===== src/rtl/ptx_pkg.sv =====
package ptx_pkg;
  typedef enum logic [1:0] {
    FLT_NONE  = 2'b00,
    FLT_BOUND = 2'b01,
    FLT_PROT  = 2'b10,
    FLT_SEG   = 2'b11
  } fault_e;

  typedef enum logic [1:0] {
    ACC_NONE = 2'b00,
    ACC_RO   = 2'b01,
    ACC_RW   = 2'b10,
    ACC_RSVD = 2'b11
  } access_e;

  typedef enum logic [2:0] {
    ST_IDLE,
    ST_ISSUE,
    ST_WAIT,
    ST_CHECK,
    ST_RESP
  } state_e;

  // byte stride of one segment entry is 1 << ENTRY_SHIFT
  localparam int ENTRY_SHIFT = 3;
  localparam int LAST_WORD   = 2;
endpackage


===== src/rtl/ptx_seg_entry.sv =====
module ptx_seg_entry
  import ptx_pkg::*;
#(
  parameter int PA_W   = 24,
  parameter int PAGE_W = 8,
  parameter int DATA_W = 16
) (
  input  logic              clk,
  input  logic              rst_n,
  input  logic              load,
  input  logic [1:0]        word_idx,
  input  logic [DATA_W-1:0] word,
  output logic [PA_W-1:0]   pt_base,
  output logic [PAGE_W-1:0] pg_count,
  output access_e           access
);
  localparam int HI_W = PA_W - DATA_W;

  logic [DATA_W-1:0] lo_q, hi_q;
  logic [1:0]        acc_q;

  always_ff @(posedge clk or negedge rst_n) begin
    if (!rst_n) begin
      lo_q  <= '0;
      hi_q  <= '0;
      acc_q <= '0;
    end else if (load) begin
      case (word_idx)
        2'd0:    lo_q  <= word;
        2'd1:    hi_q  <= word;
        default: acc_q <= word[1:0];
      endcase
    end
  end

  assign pt_base  = {hi_q[HI_W-1:0], lo_q};
  assign pg_count = hi_q[HI_W +: PAGE_W];
  assign access   = access_e'(acc_q);
endmodule


===== src/rtl/ptx_access_check.sv =====
module ptx_access_check
  import ptx_pkg::*;
#(
  parameter int PAGE_W = 8
) (
  input  access_e           access,
  input  logic              is_write,
  input  logic [PAGE_W-1:0] page,
  input  logic [PAGE_W-1:0] pg_count,
  output fault_e            fault
);
  always_comb begin
    fault = FLT_NONE;
    case (access)
      ACC_RO:  if (is_write) fault = FLT_PROT;
      ACC_RW:  fault = FLT_NONE;
      default: fault = FLT_PROT;
    endcase
    // protection wins over bounds
    if (fault == FLT_NONE && page >= pg_count) fault = FLT_BOUND;
  end
endmodule


===== src/rtl/ptx_addr_gen.sv =====
module ptx_addr_gen
  import ptx_pkg::*;
#(
  parameter int PA_W   = 24,
  parameter int SEG_W  = 4,
  parameter int PAGE_W = 8
) (
  input  logic [PA_W-1:0]   tbl_base,
  input  logic [SEG_W-1:0]  seg,
  input  logic [1:0]        word_idx,
  input  logic              pt_phase,
  input  logic [PA_W-1:0]   pt_base,
  input  logic [PAGE_W-1:0] page,
  output logic [PA_W-1:0]   addr
);
  logic [PA_W-1:0] seg_addr, pte_addr;

  always_comb begin
    seg_addr = tbl_base + (PA_W'(seg) << ENTRY_SHIFT) + (PA_W'(word_idx) << 1);
    pte_addr = pt_base + (PA_W'(page) << 1);
    addr     = pt_phase ? pte_addr : seg_addr;
  end
endmodule


===== src/rtl/ptx_translator.sv =====
module ptx_translator
  import ptx_pkg::*;
#(
  parameter int SEG_W   = 4,
  parameter int PAGE_W  = 8,
  parameter int OFF_W   = 12,
  parameter int FRAME_W = 12,
  parameter int DATA_W  = 16,
  localparam int VA_W   = SEG_W + PAGE_W + OFF_W,
  localparam int PA_W   = FRAME_W + OFF_W
) (
  input  logic              clk,
  input  logic              rst_n,
  input  logic [PA_W-1:0]   seg_table_base,
  input  logic [SEG_W:0]    seg_limit,
  input  logic              req_valid,
  output logic              req_ready,
  input  logic [VA_W-1:0]   req_vaddr,
  input  logic              req_write,
  output logic              mem_req_valid,
  input  logic              mem_req_ready,
  output logic [PA_W-1:0]   mem_req_addr,
  input  logic              mem_rsp_valid,
  input  logic [DATA_W-1:0] mem_rsp_data,
  output logic              rsp_valid,
  input  logic              rsp_ready,
  output logic [PA_W-1:0]   rsp_paddr,
  output logic [1:0]        rsp_fault
);
  state_e            state_q;
  logic [VA_W-1:0]   vaddr_q;
  logic              write_q;
  logic [1:0]        idx_q;
  logic              pt_q;
  fault_e            fault_q;
  logic [PA_W-1:0]   paddr_q;

  logic [SEG_W-1:0]  seg_f;
  logic [PAGE_W-1:0] page_f;
  logic [OFF_W-1:0]  off_f;
  logic [SEG_W-1:0]  req_seg;
  logic              req_seg_bad;

  logic [PA_W-1:0]   pt_base;
  logic [PAGE_W-1:0] pg_count;
  access_e           access;
  fault_e            chk_fault;
  logic              entry_load;

  assign seg_f       = vaddr_q[VA_W-1 -: SEG_W];
  assign page_f      = vaddr_q[OFF_W +: PAGE_W];
  assign off_f       = vaddr_q[OFF_W-1:0];
  assign req_seg     = req_vaddr[VA_W-1 -: SEG_W];
  assign req_seg_bad = {1'b0, req_seg} >= seg_limit;
  assign entry_load  = (state_q == ST_WAIT) && mem_rsp_valid && !pt_q;

  ptx_seg_entry #(.PA_W(PA_W), .PAGE_W(PAGE_W), .DATA_W(DATA_W)) u_entry (
    .clk      (clk),
    .rst_n    (rst_n),
    .load     (entry_load),
    .word_idx (idx_q),
    .word     (mem_rsp_data),
    .pt_base  (pt_base),
    .pg_count (pg_count),
    .access   (access)
  );

  ptx_access_check #(.PAGE_W(PAGE_W)) u_check (
    .access   (access),
    .is_write (write_q),
    .page     (page_f),
    .pg_count (pg_count),
    .fault    (chk_fault)
  );

  ptx_addr_gen #(.PA_W(PA_W), .SEG_W(SEG_W), .PAGE_W(PAGE_W)) u_addr (
    .tbl_base (seg_table_base),
    .seg      (seg_f),
    .word_idx (idx_q),
    .pt_phase (pt_q),
    .pt_base  (pt_base),
    .page     (page_f),
    .addr     (mem_req_addr)
  );

  always_ff @(posedge clk or negedge rst_n) begin
    if (!rst_n) begin
      state_q <= ST_IDLE;
      vaddr_q <= '0;
      write_q <= 1'b0;
      idx_q   <= '0;
      pt_q    <= 1'b0;
      fault_q <= FLT_NONE;
      paddr_q <= '0;
    end else begin
      case (state_q)
        ST_IDLE: if (req_valid) begin
          vaddr_q <= req_vaddr;
          write_q <= req_write;
          idx_q   <= '0;
          pt_q    <= 1'b0;
          if (req_seg_bad) begin
            fault_q <= FLT_SEG;
            paddr_q <= '0;
            state_q <= ST_RESP;
          end else begin
            state_q <= ST_ISSUE;
          end
        end
        ST_ISSUE: if (mem_req_ready) state_q <= ST_WAIT;
        ST_WAIT: if (mem_rsp_valid) begin
          if (pt_q) begin
            paddr_q <= {mem_rsp_data[FRAME_W-1:0], off_f};
            fault_q <= FLT_NONE;
            state_q <= ST_RESP;
          end else if (idx_q == 2'(LAST_WORD)) begin
            state_q <= ST_CHECK;
          end else begin
            idx_q   <= idx_q + 2'd1;
            state_q <= ST_ISSUE;
          end
        end
        ST_CHECK: begin
          if (chk_fault != FLT_NONE) begin
            fault_q <= chk_fault;
            paddr_q <= '0;
            state_q <= ST_RESP;
          end else begin
            pt_q    <= 1'b1;
            state_q <= ST_ISSUE;
          end
        end
        ST_RESP: if (rsp_ready) state_q <= ST_IDLE;
        default: state_q <= ST_IDLE;
      endcase
    end
  end

  assign req_ready     = (state_q == ST_IDLE);
  assign mem_req_valid = (state_q == ST_ISSUE);
  assign rsp_valid     = (state_q == ST_RESP);
  assign rsp_paddr     = paddr_q;
  assign rsp_fault     = fault_q;

  p_rsp_hold_r9: assert property (@(posedge clk) disable iff (!rst_n)
    rsp_valid && !rsp_ready |=> rsp_valid && $stable(rsp_paddr) && $stable(rsp_fault));

  p_memreq_hold_r10: assert property (@(posedge clk) disable iff (!rst_n)
    mem_req_valid && !mem_req_ready |=> mem_req_valid && $stable(mem_req_addr));

  p_fault_zero_r12: assert property (@(posedge clk) disable iff (!rst_n)
    rsp_valid && rsp_fault != 2'b00 |-> rsp_paddr == '0);

  p_busy_excl_r8: assert property (@(posedge clk) disable iff (!rst_n)
    req_ready |-> !rsp_valid && !mem_req_valid);

  p_seg_fault_r6: assert property (@(posedge clk) disable iff (!rst_n)
    req_valid && req_ready && req_seg_bad |=> rsp_valid && rsp_fault == 2'b11);

  p_no_pt_read_r4: assert property (@(posedge clk) disable iff (!rst_n)
    (state_q == ST_CHECK) && chk_fault != FLT_NONE |=> rsp_valid && !mem_req_valid);
endmodule


===== config.mk =====
export PLATFORM = sky130hd
export DESIGN_NAME = ptx_translator
export DESIGN_NICKNAME = d
export VERILOG_FILES = /design/src/rtl/ptx_pkg.sv /design/src/rtl/ptx_seg_entry.sv /design/src/rtl/ptx_access_check.sv /design/src/rtl/ptx_addr_gen.sv /design/src/rtl/ptx_translator.sv
export SDC_FILE = /design/constraint.sdc
export NUM_CORES = 1
export LEC_CHECK = 0
export ABC_AREA = 1
export BUFFER_PORTS_ARGS = -buffer_cell sky130_fd_sc_hd__buf_4
export CORE_ASPECT_RATIO = 1.75
export CORE_MARGIN = 5
export CORE_UTILIZATION = 41
export DETAILED_ROUTE_END_ITERATION = 6
export HOLD_SLACK_MARGIN = 0.12
export SLEW_MARGIN = 20
export SYNTH_ARGS = -nofsm -noshare
export SYNTH_HDL_FRONTEND = slang
export SYNTH_HIERARCHICAL = 1
export SYNTH_SLANG_ARGS = --single-unit

===== constraint.sdc =====
create_clock -name clk -period 5.6 [get_ports clk]
set_clock_uncertainty 0.1 [all_clocks]
set_input_delay 0.56 -clock clk [delete_from_list [all_inputs] [get_ports clk]]
set_output_delay 0.56 -clock clk [all_outputs]
set_load 0.03 [all_outputs]

# Yosys cells after proc, flatten, opt, wreduce, memory -nomap -nowiden
# Index checks and enable logic that the tools add are counted.
[totals]
in_bits = 76
elab_cells = 88
out_inout_bits = 53
reg_bits = 91
[op_classes]
mux = 33
n_eq_ne = 18
addsub = 4
bitwise = 1
reduce_logical = 20
magnitude_cmp = 2
[op_table]
columns = ["op", "count"]
rows = [
  ["$mux 24", 6],
  ["$pmux 24 s3", 1],
  ["$add 24x3->24", 1],
  ["$add 24x7->24", 1],
  ["$add 24x9->24", 1],
  ["$mux 2", 12],
  ["$mux 3", 7],
  ["$pmux 3 s5", 1],
  ["$ne 2x2->1 const B", 7],
  ["$ge 8x8->1", 1],
  ["$pmux 2 s2", 2],
  ["$reduce_and 2->1", 4],
  ["$eq 3x2->1 const B", 2],
  ["$ne 2x1->1 const B", 3],
  ["$pmux 2 s3", 1],
  ["$reduce_and 6->1", 1],
  ["$reduce_bool 2->1", 3],
  ["$ge 4x5->1", 1],
  ["$reduce_and 5->1", 1],
  ["$eq 2x1->1 const B", 2],
  ["$eq 2x2->1 const B", 2],
  ["$logic_not 2->1", 2],
  ["$reduce_and 4->1", 1],
  ["$eq 3x1->1 const B", 1],
  ["11 further kinds", 14],
]

# Logic depth before layout (Yosys ltp)
# Gate-level depths: netlist (run 1).
[logic_depth]
depth_word = 8
ltp_mapped = 17

# Cells and area by module
# The synthesis (run 1) kept the hierarchy.
[modules_own_cells]
columns = ["module", "n_inst", "cells_per_inst", "area_each_um2"]
rows = [
  ["ptx_translator", 1, 337, 2705.1],
  ["ptx_addr_gen", 1, 459, 2165.8],
  ["ptx_seg_entry", 1, 151, 1406.3],
  ["ptx_access_check", 1, 42, 242.7],
]

# Least setup slack after synthesis (run 1)
# Ideal clock, no wire load.
[synth_path]
path_type = "input-to-output"
startpoint = "input seg_table_base[1]"
endpoint = "output mem_req_addr[7]"
required_ps = 4940
cell_stages = 10
arrival_ps = 2322
slack_ps = 2618
n_path_buf = 0
path_cell_list = "ha_1 inv_1 fa_1 inv_1 nand3_1 nand3_2 nand2_1 nand2_2 nor2_1 o21ai_0"
[synth_via]
elab_chain_cells = 3
[synth_rtl]
columns = ["element", "line_no", "text"]
rows = [
  ["start, declared", "ptx_translator.sv:14", "input logic [PA_W-1:0] seg_table_base,"],
  ["$add 24x7->24", "ptx_addr_gen.sv:19", "seg_addr = tbl_base + (PA_W'(seg) << ENTRY_SHIFT) + (PA_W'(word_idx) << 1);"],
  ["$add 24x3->24", "ptx_addr_gen.sv:19", ""],
  ["$mux 24", "ptx_addr_gen.sv:21", "addr = pt_phase ? pte_addr : seg_addr;"],
  ["end, declared", "ptx_translator.sv:22", "output logic [PA_W-1:0] mem_req_addr,"],
]
# Every way passes these cells.

# Worst setup path after layout (run 1)
[layout_path]
startpoint = "register idx_q[0]"
endpoint = "output mem_req_addr[15]"
[layout_via]
elab_chain_cells = 2
[layout_rtl]
columns = ["element", "line_no", "text"]
rows = [
  ["start, declared", "ptx_translator.sv:33", "logic [1:0] idx_q;"],
  ["start signal, assigned", "ptx_translator.sv:119", "idx_q <= idx_q + 2'd1;"],
  ["$add 24x3->24", "ptx_addr_gen.sv:19", ""],
  ["$mux 24", "ptx_addr_gen.sv:21", ""],
]
# Every way passes these cells.

==> impl_metrics.tcl, run 1 <==
set metrics [dict create \
    status "completed" \
    rows 61 \
    dieArea_mm2 0.01862 \
    n_antenna_cell 0 \
    synthDistinctLibCells 39 \
    crit_arrival_ns 3.08 \
    drtIter0Drc 334 \
    hp-class "primary input to flip-flop" \
    grt_pass1_wl_um 32630 \
    instances_no_fill 1298 \
    cpMostUsedCell "nand2_1" \
    die_x_um 105.3 \
    nFillCells 1699 \
    nets 1209 \
    via_per_inst 5.042 \
    area.growth.synth_to_final_pct 21.21 \
    rsz0062_at_grt "false" \
    ys_top_cells_by_area "dfrtp_1 35%, nand2_1 23%, inv_1 7.1%" \
    die_h_um 176.8 \
    cts_max_level 3 \
    post-dp-hpwl_um 16050 \
    cts_tree "built" \
    clock-sinks 91 \
    cts_max_path_buffers 2 \
    fmax_mhz 267.4 \
    pin_count 129 \
    yosysWarnings 6 \
    clk_root_buffer_cell "clkbuf_16" \
    cp-end-kind "output port" \
    grt_max_degree 64 \
    overflow 0 \
    synth-seq-area-share_pct 34.93 \
    drive_above_1_share_pct 16.86 \
    clk_pin_slew_ns 0.06 \
    syn_area_mm2 0.006520 \
    post-cts-setup-buffers 0 \
    via_count 6545 \
    syn-num-nets 1094 \
    tns_ns 0 \
    drtPass1Iterations 5 \
    p_leak_uw 0.004485 \
    slowest_stage "dfrtp_1" \
    placedCellCount 1281 \
    drv_slew 0 \
    wl_per_cell_um 15.55 \
    antenna_found_initial 0 \
    period_minus_slack_ns 3.740 \
    yosysTopAreaCellShare_pct 34.93 \
    wl_um 20190 \
    ir_drop_mv 0.2530 \
    required_ns 4.94 \
    synth_seq_cells 91 \
    slew_headroom_pct 44.24 \
    worst-setup-path-type "flip-flop to output port" \
    cts_inserted_buffers 9 \
    period_share_pct 66.78 \
    io_buffers 128 \
    synth_area_leader_cell "dfrtp_1" \
    track_usage_pct 22.06 \
    start_kind "flip-flop" \
    cap_violations 0 \
    grt_pass1_vias 6507 \
    postSynthAreaPerCell_um2 6.593 \
    worst_slew_pin_slew_ns 0.8364 \
    gp_congestion 0.9399 \
    crit_chain "ha_1 > inv_1 > fa_1 > inv_1 > nand3_1 > nand3_2 > nand2_1 > nand2_2 > nand3b_1 > nand2_1 > nand2_1 > o21ai_1 > buf_4" \
    drtAntennaViolNets 0 \
    cp_slowest_stage_delay_ns 0.88 \
    clk_latency_ns 0.33 \
    setup_viol 0 \
    floorplan.initialDensity_pct 41.27 \
    synth_cells 989 \
    power_density_mw_per_mm2 458.2 \
    route.detailed.drc 0 \
    worst-path-max-fanout 21 \
    core_area_mm2 0.01580 \
    hold_viol 0 \
]
critical path, delay by kind of cell (launching register included):
family	cells	cell delay (ns)
flops	1	0.88
fa+ha+maj	2	0.73
compound gates	1	0.11
buf+inv	3	0.33
simple gates	7	0.68
cell usage after synthesis:
| master | count |
|---|---|
| or2_2 | 2 |
| a31oi_1 | 1 |
| buf_6 | 3 |
| dfrtp_1 | 91 |
| clkbuf_8 | 1 |
| clkbuf_1 | 7 |
| buf_2 | 13 |
| mux2i_1 | 1 |
| nor3_1 | 9 |
| buf_1 | 1 |
| and2_1 | 2 |
| a21oi_1 | 11 |
| nor2_4 | 5 |
| o21ai_1 | 6 |
| inv_1 | 124 |
| nand3_4 | 1 |
| o21bai_1 | 1 |
| nor3_2 | 2 |
| a21o_1 | 2 |
| o21ai_0 | 27 |
| nand2_1 | 408 |
| xor2_1 | 6 |
| nand3b_1 | 8 |
| nand3_1 | 72 |
| or2_0 | 1 |
| nand3_2 | 7 |
| ha_1 | 27 |
| nor2_1 | 69 |
| nand2_4 | 2 |
| inv_2 | 7 |
| nor2_2 | 7 |
| nand2_2 | 5 |
| nand4_1 | 50 |
| buf_4 | 3 |
| o22ai_1 | 1 |
| fa_1 | 2 |
| or2_1 | 2 |
| a21boi_0 | 1 |
| a21oi_2 | 1 |
state kept, by name, summed over array words and instances (netlist names):
signal and cells:
write_q 1, u_entry/lo_q 16, state_q 3, idx_q 2
vaddr_q 24, rsp_fault 2, u_entry/access 2, u_entry/hi_q 16
pt_q 1, rsp_paddr 24
cells by family (layout without fill, tap and decap cells):
kind of cell             count (synthesis)  count (layout)  share of synthesized area (%)
flip-flops                              91              91                          34.93
adder cells (fa/ha/maj)                 29              29                          5.795
multiplexers                             1               1                         0.1535
AND/OR/NAND/NOR                        652             652                          44.08
buffers and inverters                  159             279                          10.07
XOR/XNOR                                 6               6                         0.8060
AO/OA/AOI/OAI                           51              51                          4.164
final timing paths:
kind	from	to	slack, ns	cells past startpoint
setup reg to reg	u_entry/hi_q[11]$_DFFE_PN0P_	rsp_fault[1]$_DFFE_PN0P_	2.76	15
max in group asynchronous	rst_n	u_entry/access[1]$_DFFE_PN0P_	3.67	3
hold reg to reg	u_entry/hi_q[13]$_DFFE_PN0P_	u_entry/hi_q[13]$_DFFE_PN0P_	0.37	2
setup / recovery	idx_q[0]$_DFFE_PN0P_	mem_req_addr[15]	1.86	13
hold / removal	req_vaddr[13]	vaddr_q[13]$_DFFE_PN0P_	0.33	3
min in group asynchronous	rst_n	u_entry/hi_q[7]$_DFFE_PN0P_	0.58	2
metal layers:
layer  part of all wire, %  vias up  global-route usage (%)
li1                      -     3344                       -
met1                    36     2989                   22.58
met2                    56      170                   42.89
met3                   4.0       42                   2.921
met4                   4.6        0                   11.11
met5                     0        -                       0
final cells by class:
| type | count | area, um^2 | area share, % |
|---|---|---|---|
| clock buffer | 11 | 252.7 | 3.198 |
| clock inverter | 5 | 60.06 | 0.7600 |
| inverter | 131 | 491.7 | 6.222 |
| multi-input combinational | 739 | 3591 | 45.44 |
| sequential | 91 | 2277 | 28.82 |
| tap | 189 | 236.5 | 2.992 |
| timing repair buffer | 132 | 993.5 | 12.57 |
per-stage QoR:
| stage | util, % | hold WS, ns | setup slack [ns] | cell area [um^2] | total power, uW |
|---|---|---|---|---|---|
| after floorplan | - | 0.1644 | 2.618 | 6520 | 2414 |
| after global placement | 47.98 | 0.3563 | 2.258 | 7580 | 2994 |
| after detailed placement | 47.98 | 0.3607 | 2.199 | 7580 | 3013 |
| after CTS | 50.02 | 0.3130 | 1.834 | 7903 | 3650 |
| after global routing | 50.02 | 0.3289 | 1.575 | 7903 | 3929 |
| final | 50.02 | 0.3271 | 1.860 | 7903 | 3621 |
cells in the final DEF (no fill, tap or decap), types with 2 or more instances in the layout:
cell / instances
nand2_1: 408
buf_4: 131
inv_1: 124
dfrtp_1: 91
nand3_1: 72
nor2_1: 69
nand4_1: 50
o21ai_0: 27
ha_1: 27
a21oi_1: 11
clkbuf_16: 9
nor3_1: 8
nand3b_1: 8
inv_2: 7
nand3_2: 7
nor2_2: 7
o21ai_1: 6
xor2_1: 6
nor2_4: 5
nand2_2: 5
nor3_2: 3
or2_2: 2
nand2_4: 2
clkbuf_8: 2
or2_1: 2
and2_1: 2
a21o_1: 2
fa_1: 2
what timing repair did:
item                      CTS  global route
hold buffers                1             0
hold endpoints to repair   28             0
resized for setup           0             0
power by group:
part | internal, uW | switching (uW) | total (uW) | leakage (uW)
Sequential | 904 | 238 | 1140 | 0.00120
Clock | 372 | 255 | 628 | 0.000152
Combinational | 603 | 1250 | 1850 | 0.00313
Total | 1880 | 1740 | 3620 | 0.00449
Note: power is estimated with default switching activity, not from simulation.
==> run 2, diff against run 1 <==
==> constraint.sdc (replaced) <==
create_clock -name clk -period 3.1 [get_ports clk]
set_clock_uncertainty 0.1 [all_clocks]
set_input_delay 0.31 -clock clk [delete_from_list [all_inputs] [get_ports clk]]
set_output_delay 0.31 -clock clk [all_outputs]
set_load 0.03 [all_outputs]
==> run 2 against run 1 <==
Sequential power grew 79%. Final cell count grew 2.5%. First-iteration DRC count grew 0.60%. Critical endpoint is now mem_req_addr[21]. Critical path type unchanged.
==> impl_metrics.tcl, run 2 (synthesis gave the netlist of run 1 again) <==
set metrics [dict create \
    status "completed" \
    tns_ns 0 \
    core_area_mm2 0.01580 \
    hold_viol 0 \
    die_x_um 105.3 \
    worst-setup-path-type "flip-flop to output port" \
    wl_per_cell_um 15.70 \
    ir_drop_mv 0.5153 \
    cts_max_path_buffers 2 \
    n_antenna_cell 0 \
    nFillCells 1638 \
    drtIter0Drc 336 \
    gr-usage-met2_pct 44.94 \
    rows 61 \
    via_count 6639 \
    min-delay-start "mem_rsp_data[14]" \
    overflow 0 \
    nets 1242 \
    clock-sinks 91 \
    layout_commonest_cell "nand2_1" \
    drtPass1Iterations 5 \
    required_ns 2.69 \
    die_h_um 176.8 \
    route.detailed.drc 0 \
    r2r-end "rsp_paddr[12]$_DFFE_PN0P_" \
    cts_tree "built" \
    floorplan.initialDensity_pct 41.27 \
    setup_viol 0 \
    crit_path_end "mem_req_addr[21]" \
    pin_count 129 \
    p_leak_uw 0.004627 \
    clk_latency_ns 0.34 \
    r2r_cells 14 \
    slew_headroom_pct 43.71 \
    hp-class "primary input to flip-flop" \
    grt_pass1_vias 6675 \
    antenna_found_initial 0 \
    wl_um 20890 \
    drtAntennaViolNets 0 \
    area.growth.synth_to_final_pct 26.04 \
    post-cts-setup-buffers 0 \
    via_per_inst 4.988 \
    gp_congestion 1.074 \
    startpoint "vaddr_q[12]$_DFFE_PN0P_" \
    grt_pass1_wl_um 33760 \
    path_delay_family "simple AND/OR/NAND/NOR gates" \
    dieArea_mm2 0.01862 \
    drv_slew 0 \
    post-dp-hpwl_um 16110 \
    mostFrequentLayoutCells "408 x nand2_1, 137 x buf_4, 124 x inv_1, 91 x dfrtp_1, 72 x nand3_1" \
    cts_max_level 3 \
    grt_max_degree 60 \
    crit_chain "ha_1 > inv_1 > fa_1 > inv_1 > nand3_1 > nand3_1 > nand3_1 > nand2_1 > nand2_1 > nand2_1 > nand3_1 > nand2_1 > buf_4" \
    cp_num_cells 13 \
    worst_slew_pin_slew_ns 0.8434 \
    r2r_setup_slack_ns 0.83 \
    cp_slowest_stage_delay_ns 0.38 \
    finalHoldWorstSlack_ns 0.1279 \
    clk_root_buffer_cell "clkbuf_16" \
    crit_arrival_ns 2.43 \
    busiest_layer "met2" \
    cp-end-kind "output port" \
    fmax_mhz 352.0 \
    grtUsageMet1_pct 23.67 \
    ctsResizeCount 0 \
    use_met3_pct 3.030 \
    final_util_pct 52.02 \
    slowest_stage "dfrtp_1" \
    cap_violations 0 \
    period_share_pct 91.65 \
    crit_buf_inv 3 \
    cts_inserted_buffers 9 \
    io_buffers 128 \
    clk_pin_slew_ns 0.07 \
    worst-path-max-fanout 5 \
    period_minus_slack_ns 2.841 \
    power_density_mw_per_mm2 807.2 \
    hold_buffers 28 \
    drive_above_1_share_pct 16.90 \
    reg2reg_from "vaddr_q[15]$_DFFE_PN0P_" \
    start_kind "flip-flop" \
    rsz0062_at_grt "false" \
    track_usage_pct 22.81 \
]
-- run 2: changes by cell type in the layout (fill, tap and decap cells not counted) --
cell / delta
dlygate4sd3_1: +27
buf_4: +6
-- run 2: power breakdown --
part | switching, uW | total (uW) | internal (uW)
clock network | 459 | 1130 | 672
registers | 405 | 2040 | 1630
logic | 2320 | 3460 | 1140
-- run 2: final cells by class --
cell class	count	area (um^2)	share of cell area, %
timing repair buffer	165	1309	15.93
sequential	91	2277	27.71
multi-input combinational	739	3591	43.70
clock buffer	11	252.7	3.076
tap	189	236.5	2.878
clock inverter	5	60.06	0.7308
inverter	131	491.7	5.984
-- run 2: worst min-delay path by stage --
stage | endpoint | depth (start not counted)
floorplan | idx_q[0]$_DFFE_PN0P_ | 0
global placement | u_entry/hi_q[5]$_DFFE_PN0P_ | 1
detailed placement | u_entry/hi_q[5]$_DFFE_PN0P_ | 1
CTS | u_entry/lo_q[14]$_DFFE_PN0P_ | 3
global route | u_entry/lo_q[15]$_DFFE_PN0P_ | 3
finish | u_entry/lo_q[14]$_DFFE_PN0P_ | 3
-- run 2: worst register-to-register path, stage by stage, from the launching register on --
cell     delay [ns]
dfrtp_1        0.43
ha_1           0.31
nand2_1        0.07
nor2_1         0.12
nor2_1         0.05
nand2_1        0.05
nand2_1        0.06
a21oi_2        0.10
inv_1          0.05
nand2_1        0.07
nor2_2         0.06
nor2_4         0.14
nand3_4        0.31
nand2_1        0.17
nand2_1        0.06
-- run 2: per-stage QoR --
stage	instances	total power, uW	area (um^2)	setup slack [ns]
5_1_grt	1331	7186	8218	0.03284
2_1_floorplan	989	4360	6520	0.4797
3_5_place_dp	1287	5509	7625	0.5904
4_1_cts	1331	6693	8218	0.2334
3_3_place_gp	1287	5463	7625	0.6148
6_report	1331	6634	8218	0.2589
-- run 2: per-layer routing --
metal / routed length [um] / vias up
li1: - / 3405
met3: 804 / 40
met5: 0 / -
met2: 11780 / 153
met1: 7535 / 3041
met4: 773 / 0
==> run 3, diff against run 2 <==
==> constraint.sdc (replaced) <==
create_clock -name clk -period 2.3 [get_ports clk]
set_clock_uncertainty 0.1 [all_clocks]
set_input_delay 0.23 -clock clk [delete_from_list [all_inputs] [get_ports clk]]
set_output_delay 0.23 -clock clk [all_outputs]
set_load 0.03 [all_outputs]
==> run 3 against run 2 <==
The run now ends with negative setup slack left. Via count up 6.3%. Worst hold slack better by 0.087 ns. Flip-flop and latch count unchanged. Global-route usage up 1.1 points. Register-to-register slack worse by 0.85 ns. Power up 68%. Utilization up 9.5 points. Combinational power up 92%. Clock power up 50%. Wire length up 10%. Clock-buffer cell count down 1. Critical endpoint unchanged. Largest cell class unchanged.
==> impl_metrics.tcl, run 3 (synthesis gave the netlist of run 1 again) <==
set metrics [dict create \
    reg2reg_from "vaddr_q[18]$_DFFE_PN0P_" \
    drv_slew 0 \
    wl_per_cell_um 16.50 \
    drtIter0Drc 346 \
    ir_drop_mv 0.7798 \
    fmax_mhz 400.9 \
    die_x_um 105.3 \
    clk_pin_slew_ns 0.06 \
    nets 1308 \
    cts_max_level 3 \
    required_ns 1.97 \
    core_area_mm2 0.01580 \
    clock-sinks 91 \
    pin_count 129 \
    gp_congestion 0.9301 \
    r2r-end "state_q[0]$_DFFE_PN0P_" \
    finalPower_uw 11150 \
    worst_slew_pin_slew_ns 0.5583 \
    cts_inserted_buffers 9 \
    final_util_pct 61.52 \
    die_h_um 176.8 \
    min-delay-start "mem_rsp_valid" \
    rsz0062_at_grt "true" \
    holdPathEnd "state_q[1]$_DFFE_PN0P_" \
    final_area_mm2 0.009719 \
    setup_viol 21 \
    r2r_cells 15 \
    hp-class "primary input to flip-flop" \
    postLayoutSetupSlackWorst_ns -0.1946 \
    worst-setup-path-type "flip-flop to output port" \
    floorplan.initialDensity_pct 41.27 \
    failed_checks "negative setup slack" \
    area.growth.synth_to_final_pct 49.07 \
    drtPass1Iterations 4 \
    antenna_found_initial 0 \
    multiInputGateArea_mm2 0.004342 \
    worst-path-max-fanout 4 \
    nFillCells 1460 \
    power_density_mw_per_mm2 1147 \
    p_leak_uw 0.005129 \
    seqCellArea_mm2 0.002286 \
    clk_root_buffer_cell "clkbuf_16" \
    cp-end-kind "output port" \
    grt_max_degree 46 \
    clk_latency_ns 0.34 \
    grt_pass1_vias 7092 \
    route.detailed.drc 0 \
    start_kind "flip-flop" \
    hold_viol 0 \
    drive_above_1_share_pct 32.28 \
    period_share_pct 108.5 \
    wl_um 23050 \
    rows 61 \
    grt_pass1_wl_um 35220 \
    place_ws_ns 0.006972 \
    period_minus_slack_ns 2.495 \
    cts_max_path_buffers 2 \
    status "finished with violations" \
    r2r_setup_slack_ns -0.02 \
    mostFrequentLayoutCells "343 x nand2_1, 151 x buf_4, 108 x inv_1, 84 x dfrtp_1, 59 x nand2_2" \
    dieArea_mm2 0.01862 \
    n_antenna_cell 0 \
    layout_commonest_cell "nand2_1" \
    postPlaceCellArea_mm2 0.007751 \
    io_buffers 128 \
    cap_violations 0 \
    overflow 0 \
    crit_arrival_ns 2.16 \
    via_per_inst 5.049 \
    track_usage_pct 23.93 \
    via_count 7054 \
    post-dp-hpwl_um 16550 \
    slew_headroom_pct 62.72 \
    drtAntennaViolNets 0 \
    cts_tree "built" \
    hold_depth 4 \
]
-- run 3: cell count changes in the layout (fill, tap and decap cells not counted), sizes merged --
cell,change
clkbuf,+1
clkinv,-1
bufinv,+2
dlygate4sd3,+16
nand3,+2
buf,+46
-- run 3: area by class of cell --
| cell class | count | area share [%] |
|---|---|---|
| tap | 189 | 2.433 |
| multi-input combinational | 741 | 44.67 |
| inverter | 131 | 5.085 |
| sequential | 91 | 23.52 |
| clock inverter | 6 | 1.146 |
| clock buffer | 10 | 2.459 |
| timing repair buffer | 229 | 20.69 |
-- run 3: repair_timing --
action,in CTS,in global routing
setup buffers,25,14
gates cloned,0,5
hold buffers,44,0
pin swaps,58,92
endpoints found under the hold margin,88,0
endpoints found under the setup margin,21,49
gates resized for setup,136,80
-- run 3: worst max path at each step --
stage | from | to | slack, ns | depth (start not counted)
after floorplan | idx_q[1]$_DFFE_PN0P_ | mem_req_addr[15] | 0.007 | 11
final | idx_q[0]$_DFFE_PN0P_ | mem_req_addr[21] | -0.19 | 14
after global routing | idx_q[0]$_DFFE_PN0P_ | mem_req_addr[11] | -0.34 | 13
after detailed placement | idx_q[0]$_DFFE_PN0P_ | mem_req_addr[11] | 0.007 | 13
after CTS | idx_q[0]$_DFFE_PN0P_ | mem_req_addr[11] | -0.22 | 13
after global placement | vaddr_q[12]$_DFFE_PN0P_ | mem_req_addr[21] | 0.05 | 13
-- run 3: worst max-delay path, cell delays in order (launching register included) --
cell and delay (ns):
dfrtp_1 0.40, ha_4 0.16, inv_2 0.03, fa_2 0.34
inv_2 0.07, nand3_2 0.08, nand3_4 0.09, buf_6 0.12
nand3_2 0.08, nand2_1 0.07, nand2_1 0.06, nand2_2 0.08
nand2_1 0.05, nand2_1 0.08, buf_6 0.13
-- run 3: per-stage QoR --
step / setup TNS (ns) / cells / hold WS [ns]
floorplan: 0 / 989 / -0.1656
global placement: 0 / 1300 / 0.1229
detailed placement: 0 / 1300 / 0.1233
CTS: -3.462 / 1383 / 0.2073
global route: -7.590 / 1397 / 0.2557
finish: -2.071 / 1397 / 0.2152
-- run 3: per-layer routing --
metal	wire length (um)	vias up	share of wire [%]	track usage, %
met4	1468	0	6.4	14.78
met5	0	-	0	0
met2	13190	176	57	47.18
met1	7641	3260	33	23.03
met3	749	67	3.3	2.775
li1	-	3551	-	-
-- run 3: where the power goes --
group / total, uW / switching (uW) / internal [uW]
clock: 1700 / 609 / 1090
combinational: 6640 / 3940 / 2700
sequential: 2810 / 593 / 2220
